`src/rtl/irq_bank_pkg.sv`:
```
package irq_bank_pkg;
  localparam int unsigned DATA_W      = 32;
  localparam int unsigned Q_FIELD_W   = 4;
  localparam int unsigned Q_OVF_BIT   = 3;
  localparam int unsigned Q_UDR_BIT   = 2;

  typedef enum logic [1:0] {
    SEL_NONE = 2'd0,
    SEL_QSTAT = 2'd1,
    SEL_MASK = 2'd2,
    SEL_ROLL = 2'd3
  } reg_sel_e;

  function automatic int unsigned q_ovf_pos(input int unsigned n);
    return Q_FIELD_W * n + Q_OVF_BIT;
  endfunction

  function automatic int unsigned q_udr_pos(input int unsigned n);
    return Q_FIELD_W * n + Q_UDR_BIT;
  endfunction
endpackage

```
`src/rtl/irq_reg_decode.sv`:
```
module irq_reg_decode
  import irq_bank_pkg::*;
#(
  parameter int unsigned ADDR_W = 12,
  parameter logic [ADDR_W-1:0] QSTAT_OFF = 12'h1C8,
  parameter logic [ADDR_W-1:0] MASK_OFF  = 12'h1CC,
  parameter logic [ADDR_W-1:0] ROLL_OFF  = 12'h1D0
) (
  input  logic              req_i,
  input  logic              we_i,
  input  logic [ADDR_W-1:0] addr_i,
  output reg_sel_e          sel_o,
  output logic              rd_qstat_o,
  output logic              rd_roll_o,
  output logic              rd_any_o,
  output logic              wr_mask_o
);
  always_comb begin
    sel_o = SEL_NONE;
    if (addr_i == QSTAT_OFF)     sel_o = SEL_QSTAT;
    else if (addr_i == MASK_OFF) sel_o = SEL_MASK;
    else if (addr_i == ROLL_OFF) sel_o = SEL_ROLL;
  end

  assign rd_any_o   = req_i && !we_i;
  assign rd_qstat_o = rd_any_o && (sel_o == SEL_QSTAT);
  assign rd_roll_o  = rd_any_o && (sel_o == SEL_ROLL);
  // status offsets are read-only: only the mask accepts writes
  assign wr_mask_o  = req_i && we_i && (sel_o == SEL_MASK);
endmodule

```
`src/rtl/irq_queue_pack.sv`:
```
module irq_queue_pack
  import irq_bank_pkg::*;
#(
  parameter int unsigned NUM_QUEUES = 8
) (
  input  logic [NUM_QUEUES-1:0] q_ovf_i,
  input  logic [NUM_QUEUES-1:0] q_udr_i,
  output logic [DATA_W-1:0]     set_o
);
  localparam int unsigned USED_W = Q_FIELD_W * NUM_QUEUES;

  initial begin
    if (USED_W > DATA_W) $error("irq_queue_pack: too many queues for one word");
  end

  always_comb begin
    set_o = '0;
    for (int unsigned n = 0; n < NUM_QUEUES; n++) begin
      set_o[q_ovf_pos(n)] = q_ovf_i[n];
      set_o[q_udr_pos(n)] = q_udr_i[n];
    end
  end
endmodule

```
`src/rtl/irq_sticky_bank.sv`:
```
module irq_sticky_bank #(
  parameter int unsigned WIDTH = 32
) (
  input  logic             clk_i,
  input  logic             rst_ni,
  input  logic [WIDTH-1:0] set_i,
  input  logic             clr_i,
  output logic [WIDTH-1:0] flag_o
);
  logic [WIDTH-1:0] flag_q;

  // set wins over clear so a colliding event survives the read
  for (genvar i = 0; i < WIDTH; i++) begin : g_bit
    always_ff @(posedge clk_i or negedge rst_ni) begin
      if (!rst_ni)       flag_q[i] <= 1'b0;
      else if (set_i[i]) flag_q[i] <= 1'b1;
      else if (clr_i)    flag_q[i] <= 1'b0;
    end
  end

  assign flag_o = flag_q;
endmodule

```
`src/rtl/irq_status_bank.sv`:
```
module irq_status_bank
  import irq_bank_pkg::*;
#(
  parameter int unsigned NUM_QUEUES = 8,
  parameter int unsigned NUM_CNT    = 32,
  parameter int unsigned ADDR_W     = 12,
  parameter logic [ADDR_W-1:0] QSTAT_OFF = 12'h1C8,
  parameter logic [ADDR_W-1:0] MASK_OFF  = 12'h1CC,
  parameter logic [ADDR_W-1:0] ROLL_OFF  = 12'h1D0
) (
  input  logic                  clk_i,
  input  logic                  rst_ni,
  input  logic                  req_i,
  input  logic                  we_i,
  input  logic [ADDR_W-1:0]     addr_i,
  input  logic [31:0]           wdata_i,
  output logic [31:0]           rdata_o,
  input  logic [NUM_QUEUES-1:0] q_ovf_i,
  input  logic [NUM_QUEUES-1:0] q_udr_i,
  input  logic [NUM_CNT-1:0]    roll_i,
  output logic                  q_irq_o,
  output logic                  roll_irq_o
);
  localparam int unsigned ROLL_PAD = DATA_W - NUM_CNT;

  reg_sel_e          sel;
  logic              rd_qstat, rd_roll, rd_any, wr_mask;
  logic [DATA_W-1:0] q_set, q_stat, roll_stat;
  logic [DATA_W-1:0] roll_set;
  logic [DATA_W-1:0] mask_q, rdata_q, rd_mux;

  irq_reg_decode #(
    .ADDR_W   (ADDR_W),
    .QSTAT_OFF(QSTAT_OFF),
    .MASK_OFF (MASK_OFF),
    .ROLL_OFF (ROLL_OFF)
  ) u_decode (
    .req_i     (req_i),
    .we_i      (we_i),
    .addr_i    (addr_i),
    .sel_o     (sel),
    .rd_qstat_o(rd_qstat),
    .rd_roll_o (rd_roll),
    .rd_any_o  (rd_any),
    .wr_mask_o (wr_mask)
  );

  irq_queue_pack #(.NUM_QUEUES(NUM_QUEUES)) u_qpack (
    .q_ovf_i(q_ovf_i),
    .q_udr_i(q_udr_i),
    .set_o  (q_set)
  );

  irq_sticky_bank #(.WIDTH(DATA_W)) u_qstat (
    .clk_i (clk_i),
    .rst_ni(rst_ni),
    .set_i (q_set),
    .clr_i (rd_qstat),
    .flag_o(q_stat)
  );

  if (ROLL_PAD > 0) begin : g_roll_pad
    assign roll_set = {{ROLL_PAD{1'b0}}, roll_i};
  end else begin : g_roll_full
    assign roll_set = roll_i;
  end

  irq_sticky_bank #(.WIDTH(DATA_W)) u_roll (
    .clk_i (clk_i),
    .rst_ni(rst_ni),
    .set_i (roll_set),
    .clr_i (rd_roll),
    .flag_o(roll_stat)
  );

  always_ff @(posedge clk_i or negedge rst_ni) begin
    if (!rst_ni)      mask_q <= '0;
    else if (wr_mask) mask_q <= wdata_i;
  end

  always_comb begin
    unique case (sel)
      SEL_QSTAT: rd_mux = q_stat;
      SEL_MASK:  rd_mux = mask_q;
      SEL_ROLL:  rd_mux = roll_stat;
      default:   rd_mux = '0;
    endcase
  end

  always_ff @(posedge clk_i or negedge rst_ni) begin
    if (!rst_ni)     rdata_q <= '0;
    else if (rd_any) rdata_q <= rd_mux;
  end

  assign rdata_o    = rdata_q;
  assign q_irq_o    = |(q_stat & mask_q);
  assign roll_irq_o = |roll_stat;
endmodule

```
`config.mk`:
```
export PLATFORM = sky130hd
export DESIGN_NAME = irq_status_bank
export DESIGN_NICKNAME = d
export VERILOG_FILES = /design/src/rtl/irq_bank_pkg.sv /design/src/rtl/irq_reg_decode.sv /design/src/rtl/irq_queue_pack.sv /design/src/rtl/irq_sticky_bank.sv /design/src/rtl/irq_status_bank.sv
export SDC_FILE = /design/constraint.sdc
export NUM_CORES = 1
export LEC_CHECK = 0
export CORE_ASPECT_RATIO = 0.75
export CORE_MARGIN = 2
export CORE_UTILIZATION = 30
export CTS_BUF_LIST = sky130_fd_sc_hd__clkbuf_4
export DETAILED_ROUTE_END_ITERATION = 7
export DONT_BUFFER_PORTS = 1
export GPL_TIMING_DRIVEN = 0
export PLACE_DENSITY = 0.45
export SYNTH_ARGS = -nofsm -noshare
export SYNTH_HDL_FRONTEND = slang
export SYNTH_SLANG_ARGS = --single-unit
```
`constraint.sdc`:
```
create_clock -name clk_i -period 2.1 [get_ports clk_i]
set_clock_uncertainty 0.2 [all_clocks]
set_input_delay 0.315 -clock clk_i [delete_from_list [all_inputs] [get_ports clk_i]]
set_output_delay 0.315 -clock clk_i [all_outputs]
set_load 0.01 [all_outputs]
```
==> results.cfg, run 1 <==
[sta]
worst_slack_ns = -0.103
rsz0062_at_grt = yes
min_period_over_period = 1.05
slew_violations = 0
setup_viol_count_final = 2
fin_crit_ns = 2.20
fmax_ghz = 0.454
slew_headroom = 0.438
hold_viol = 112
hold_slack_ns = -0.719
setup_tns_ns = -0.164
worstMarginPinSlew_ns = 0.844

[yosys]
ys_seq_area_frac = 0.608
async_flop_share = 1.00
synth-compound-area-share = 0.215
synth_xor_area_frac = 0
synth_commonest_cells = dfrtp_1 (112), a22oi_1 (64), a21o_1 (48)
synthCells = 365
synthAdderAreaFrac = 0
yosysTopAreaCell = dfrtp_1
synth.cell_area_um2 = 4610
synth_seq_cells = 112
yosysUniqueCellTypes = 25
syn-num-nets = 461
netlist_top_cells_area = dfrtp_1 (61%), a22oi_1 (10%), a21o_1 (7.8%)
synth_top_family_by_area = compound AO/OA/AOI/OAI gates
synth_top_area_share = 0.608
yosysMostFrequentCell = dfrtp_1
synth-simple-area-share = 0.0760
synth.avg_cell_area_um2 = 12.6
synth-edff-count = 0
muxShareOfSynthArea = 0.0782
yosysWarnings = 0
synthFlopType = dfrtp_1

[floorplan]
die_area_um2 = 16400
rows = 39
start_util = 0.305
die_h_um = 111
core-area_um2 = 15100
ios = 130
die_w_um = 147

[grt]
busiest_layer = met2
grt_overflow = 0
use_met2 = 0.279
grt_use_met1 = 0.267
grtUsageTotal = 0.189
gr-usage-met3 = 0.0693
grt_pass1_wl_um = 23100
grt_pass1_vias = 3755
grt_antenna_before_repair = 0
grt_max_degree = 113

[cts]
cts_num_sinks = 112
cts_tree = built
holdBufCountCts = 85
clock_latency_ns = 0.49
path_clk_slew_ns = 0.18
cts_buffer_depth = 2
clockRootBuffer = clkbuf_4
htreeDepth = 3
cts_buffers = 9

[place]
dp_hpwl_um = 10500
io_buffer_count = 0
gp_congestion = 0.779
pre_cts_ws_ns = -0.0914

[setup_path]
max_stage_delay_ns = 0.50
path_class = reg2out
cp_data_arrival_time_ns = 1.69
worstPathCellList = nor4_2 > nand4_1 > or2_4
crit_path_end_kind = output port
cp_slowest_cell = dfrtp_1
crit_fanout = 3
worst_ep_required_time_ns = 1.58
start_kind = register

[detailed_routing]
via_per_inst = 5.23
drt_drc_violations_left = 0
drtIter0Drc = 211
wire_per_inst_um = 22.3
antenna_left = 0
wirelength_um = 15300
vias = 3582
drtPass1Iterations = 6

[power]
p_per_area_nw_per_um2 = 592
max-vdd-ir-drop_mv = 0.310
leakagePower_nw = 2.37

[status]
violations = hold timing, setup timing
status = finished with violations

[worst_hold_path]
worstHoldPathType = in2async

[final_layout]
drive_gt1_frac = 0.154
final_net_count = 571
n_antenna_cell = 0
syn_to_final_growth_pct = 31.7

[job]
drv_cap = 0
what timing repair did:
item                                    4_1_cts  5_1_grt
endpoints found under the hold margin       200      112
buffers inserted                             11        3
gates resized for setup                      15        1
endpoints found under the setup margin        2        2
pin swaps                                     2        1
metal layers:
layer	share of wire	routed length, µm
met4	0.0087	133
met2	0.43	6640
met1	0.47	7120
met3	0.090	1380
met5	0	0
logic make-up after synthesis:
| family | Yosys count |
|---|---|
| flip-flops | 112 |
| AND/OR/NAND/NOR | 61 |
| multiplexers | 32 |
| AO/OA/AOI/OAI | 136 |
| buffers and inverters | 24 |
power breakdown:
part	internal [mW]	switching (mW)	total, mW	leakage (nW)
combinational	0.135	0.0940	0.229	0.986
sequential	2.16	0.00148	2.16	1.31
clock	0.471	0.734	1.21	0.0747
total	2.77	0.830	3.60	2.37
critical path, delay by kind of cell (launching register included):
kind | cells | cell delay, ns
simple gates | 3 | 0.70
flops | 1 | 0.50
sequential cells by signal, summed over array words and instances (netlist names):
signal and flops:
rdata_o 32, u_roll.flag_o 32, mask_q 32, u_qstat.flag_o 16
cell type report:
cell class | count | area [µm²]
multi-input combinational | 229 | 1790
clock buffer | 9 | 67.6
tap | 205 | 256
fill | 1471 | 9060
sequential | 112 | 2810
timing repair buffer | 99 | 956
clock inverter | 7 | 86.3
buffer | 24 | 104
final timing paths:
| check | start | end | slack (ns) | cells after the start |
|---|---|---|---|---|
| worst min register to register | mask_q[20]$_DFFE_PN0P_ | mask_q[20]$_DFFE_PN0P_ | 0.31 | 1 |
| worst max-delay path | u_roll.flag_o[3]$_DFFE_PN0P_ | roll_irq_o | -0.10 | 3 |
| worst min-delay path | rst_ni | u_qstat.flag_o[22]$_DFFE_PN0P_ | -0.72 | 0 |
| min in group clk_i | addr_i[11] | rdata_o[1]$_DFFE_PN0P_ | 0.08 | 3 |
| max in group asynchronous | rst_ni | u_roll.flag_o[28]$_DFFE_PN0P_ | 2.23 | 0 |
| worst max register to register | u_roll.flag_o[0]$_DFFE_PN0P_ | rdata_o[0]$_DFFE_PN0P_ | 0.50 | 3 |
metrics by stage:
step | util | hold slack (ns) | power, mW | cells | instance area [µm²]
3_5_place_dp | 0.322 | -0.176 | 2.29 | 570 | 4860
5_1_grt | 0.401 | -0.778 | 3.74 | 685 | 6070
2_1_floorplan | - | -0.181 | 2.26 | 365 | 4610
3_3_place_gp | 0.322 | -0.177 | 2.29 | 570 | 4860
6_report | 0.401 | -0.719 | 3.60 | 685 | 6070
4_1_cts | 0.399 | -0.768 | 3.65 | 682 | 6040
placed cells by master, fill, tap and decap left out, drive strengths merged, types with 2 or more instances in the layout:
master / synthesis / layout
a22o: 4 / 4
a22oi: 64 / 64
dfrtp: 112 / 112
nor3b: 2 / 2
dlygate4sd3: 0 / 85
a21o: 48 / 48
nor4bb: 3 / 3
nand4: 6 / 6
clkinv: 0 / 3
nor4: 9 / 9
a221oi: 4 / 4
buf: 5 / 19
nand2: 32 / 32
o21ai: 16 / 16
clkbuf: 19 / 28
bufinv: 0 / 2
mux2: 32 / 32
clkinvlp: 0 / 2
Power figures use the tool's default switching activity.
==> run 2, diff against run 1 <==
--- a/config.mk
+++ b/config.mk
@@ -7,12 +7,13 @@
 export LEC_CHECK = 0
 export CORE_ASPECT_RATIO = 0.75
 export CORE_MARGIN = 2
-export CORE_UTILIZATION = 30
+export CORE_UTILIZATION = 50
 export CTS_BUF_LIST = sky130_fd_sc_hd__clkbuf_4
 export DETAILED_ROUTE_END_ITERATION = 7
 export DONT_BUFFER_PORTS = 1
 export GPL_TIMING_DRIVEN = 0
-export PLACE_DENSITY = 0.45
+export PLACE_DENSITY = 0.66
+export SETUP_SLACK_MARGIN = 0.3
 export SYNTH_ARGS = -nofsm -noshare
 export SYNTH_HDL_FRONTEND = slang
 export SYNTH_SLANG_ARGS = --single-unit
==> results.cfg, run 2 (synthesis results as in run 1) <==
[sta]
rsz0062_at_grt = yes
setup_tns_ns = -0.0833
hold_viol = 112
slew_headroom = 0.516
setup_viol_count_final = 2
worst_slack_ns = -0.0724
hold_slack_ns = -0.683
fmax_ghz = 0.460
fin_crit_ns = 2.17
worstMarginPinSlew_ns = 0.726
min_period_over_period = 1.03
slew_violations = 0

[power]
p_per_area_nw_per_um2 = 587
leakagePower_nw = 2.34
max-vdd-ir-drop_mv = 0.463

[setup_path]
rr_worst_depth = 3
worst_ep_required_time_ns = 1.58
rrSetupSlack_ns = 0.88
crit_fanout = 3
r2r_end = rdata_o[23]$_DFFE_PN0P_
start_kind = register
path_class = reg2out
cp_data_arrival_time_ns = 1.66
crit_path_end_kind = output port
r2r_start = u_roll.flag_o[23]$_DFFE_PN0P_

[worst_hold_path]
worstHoldPathType = in2async

[place]
io_buffer_count = 0
gp_congestion = 0.819
dp_hpwl_um = 8970
placed_area_um2 = 4750
pre_cts_ws_ns = 0.0518
dp.cells = 477

[cts]
clock_latency_ns = 0.47
cts_buffers = 9
cts_tree = built
htreeDepth = 3
cts_num_sinks = 112
cts_buffer_depth = 2
holdBufCountCts = 85
path_clk_slew_ns = 0.17
clockRootBuffer = clkbuf_4

[detailed_routing]
drt_drc_violations_left = 0
vias = 3620
wirelength_um = 13300
drtPass1Iterations = 5
via_per_inst = 6.16
antenna_left = 0
drtIter0Drc = 330
wire_per_inst_um = 22.5

[floorplan]
start_util = 0.512
rows = 30
die_area_um2 = 10000
die_h_um = 87.1
die_w_um = 115
core-area_um2 = 9010
ios = 130

[final_layout]
final_net_count = 567
final_cells = 588
syn_to_final_growth_pct = 28.0
final_area_um2 = 5900
n_antenna_cell = 0
most-common-layout-cells = dfrtp_1 (112), dlygate4sd3_1 (85), a22oi_1 (64)
drive_gt1_frac = 0.145
final_common_cell = dfrtp_1

[grt]
grtUsageTotal = 0.274
grt_overflow = 0
grt_pass1_vias = 3672
grt_max_degree = 113
grt_antenna_before_repair = 0
grt_pass1_wl_um = 20300

[status]
status = finished with violations
violations = hold timing, setup timing

[job]
drv_cap = 0
-- run 2: cell count changes in the layout (fill, tap and decap cells not counted) --
| cell | previous run | this run |
|---|---|---|
| a221oi_1 | 0 | 1 |
| a221oi_2 | 4 | 3 |
| buf_4 | 17 | 13 |
| bufinv_16 | 2 | 1 |
| clkinv_1 | 3 | 1 |
| clkinv_2 | 0 | 1 |
| clkinv_4 | 0 | 1 |
| dfrtp_1 | 110 | 112 |
| dfrtp_2 | 2 | 0 |
| inv_6 | 0 | 1 |
-- run 2: worst max-delay path by stage --
stage	start	endpoint	slack (ns)
finish	u_roll.flag_o[14]$_DFFE_PN0P_	roll_irq_o	-0.07
global placement	addr_i[11]	u_qstat.flag_o[11]$_DFFE_PN0P_	0.08
CTS	u_roll.flag_o[31]$_DFFE_PN0P_	roll_irq_o	-0.09
floorplan	addr_i[11]	mask_q[11]$_DFFE_PN0P_	0.32
detailed placement	addr_i[11]	u_qstat.flag_o[22]$_DFFE_PN0P_	0.05
global route	u_roll.flag_o[13]$_DFFE_PN0P_	roll_irq_o	-0.17
-- run 2: metrics by stage --
step	total power, mW	utilization	hold slack (ns)
global placement	2.29	0.527	-0.177
CTS	3.48	0.653	-0.717
detailed placement	2.29	0.527	-0.178
global route	3.59	0.655	-0.739
finish	3.46	0.655	-0.683
floorplan	2.26	-	-0.181
-- run 2: routing by layer --
metal,up-vias,global-route usage,routed length [µm]
met5,-,0,0
met4,0,0.0624,200
met3,24,0.0786,1090
met2,179,0.429,6210
met1,1822,0.382,5760
li1,1595,-,-
-- run 2: layout make-up --
type,instances,area (µm²)
Buffer,24,104
Multi-Input combinational cell,229,1790
Fill cell,695,3110
Clock buffer,9,67.6
Timing Repair Buffer,95,926
Clock inverter,7,71.3
Tap cell,112,140
Sequential cell,112,2800
-- run 2: where the power goes --
group          switching [mW]  total (mW)  leakage, nW  internal (mW)
sequential            0.00144        2.16         1.31           2.16
clock                   0.717        1.08       0.0700          0.364
combinational          0.0859       0.220        0.960          0.134
total                   0.804        3.46         2.34           2.66
-- run 2: what timing repair did --
| action | in CTS | in global routing |
|---|---|---|
| gates resized for setup | 11 | 2 |
| setup buffers | 9 | 1 |
| hold endpoints to repair | 198 | 112 |
| pin swaps | 3 | 2 |
| endpoints found under the setup margin | 2 | 3 |
-- run 2: critical path: stages, from the launching register on --
cell and delay, ns:
dfrtp_1 0.45, nor4_2 0.32, nand4_1 0.14, or2_4 0.29
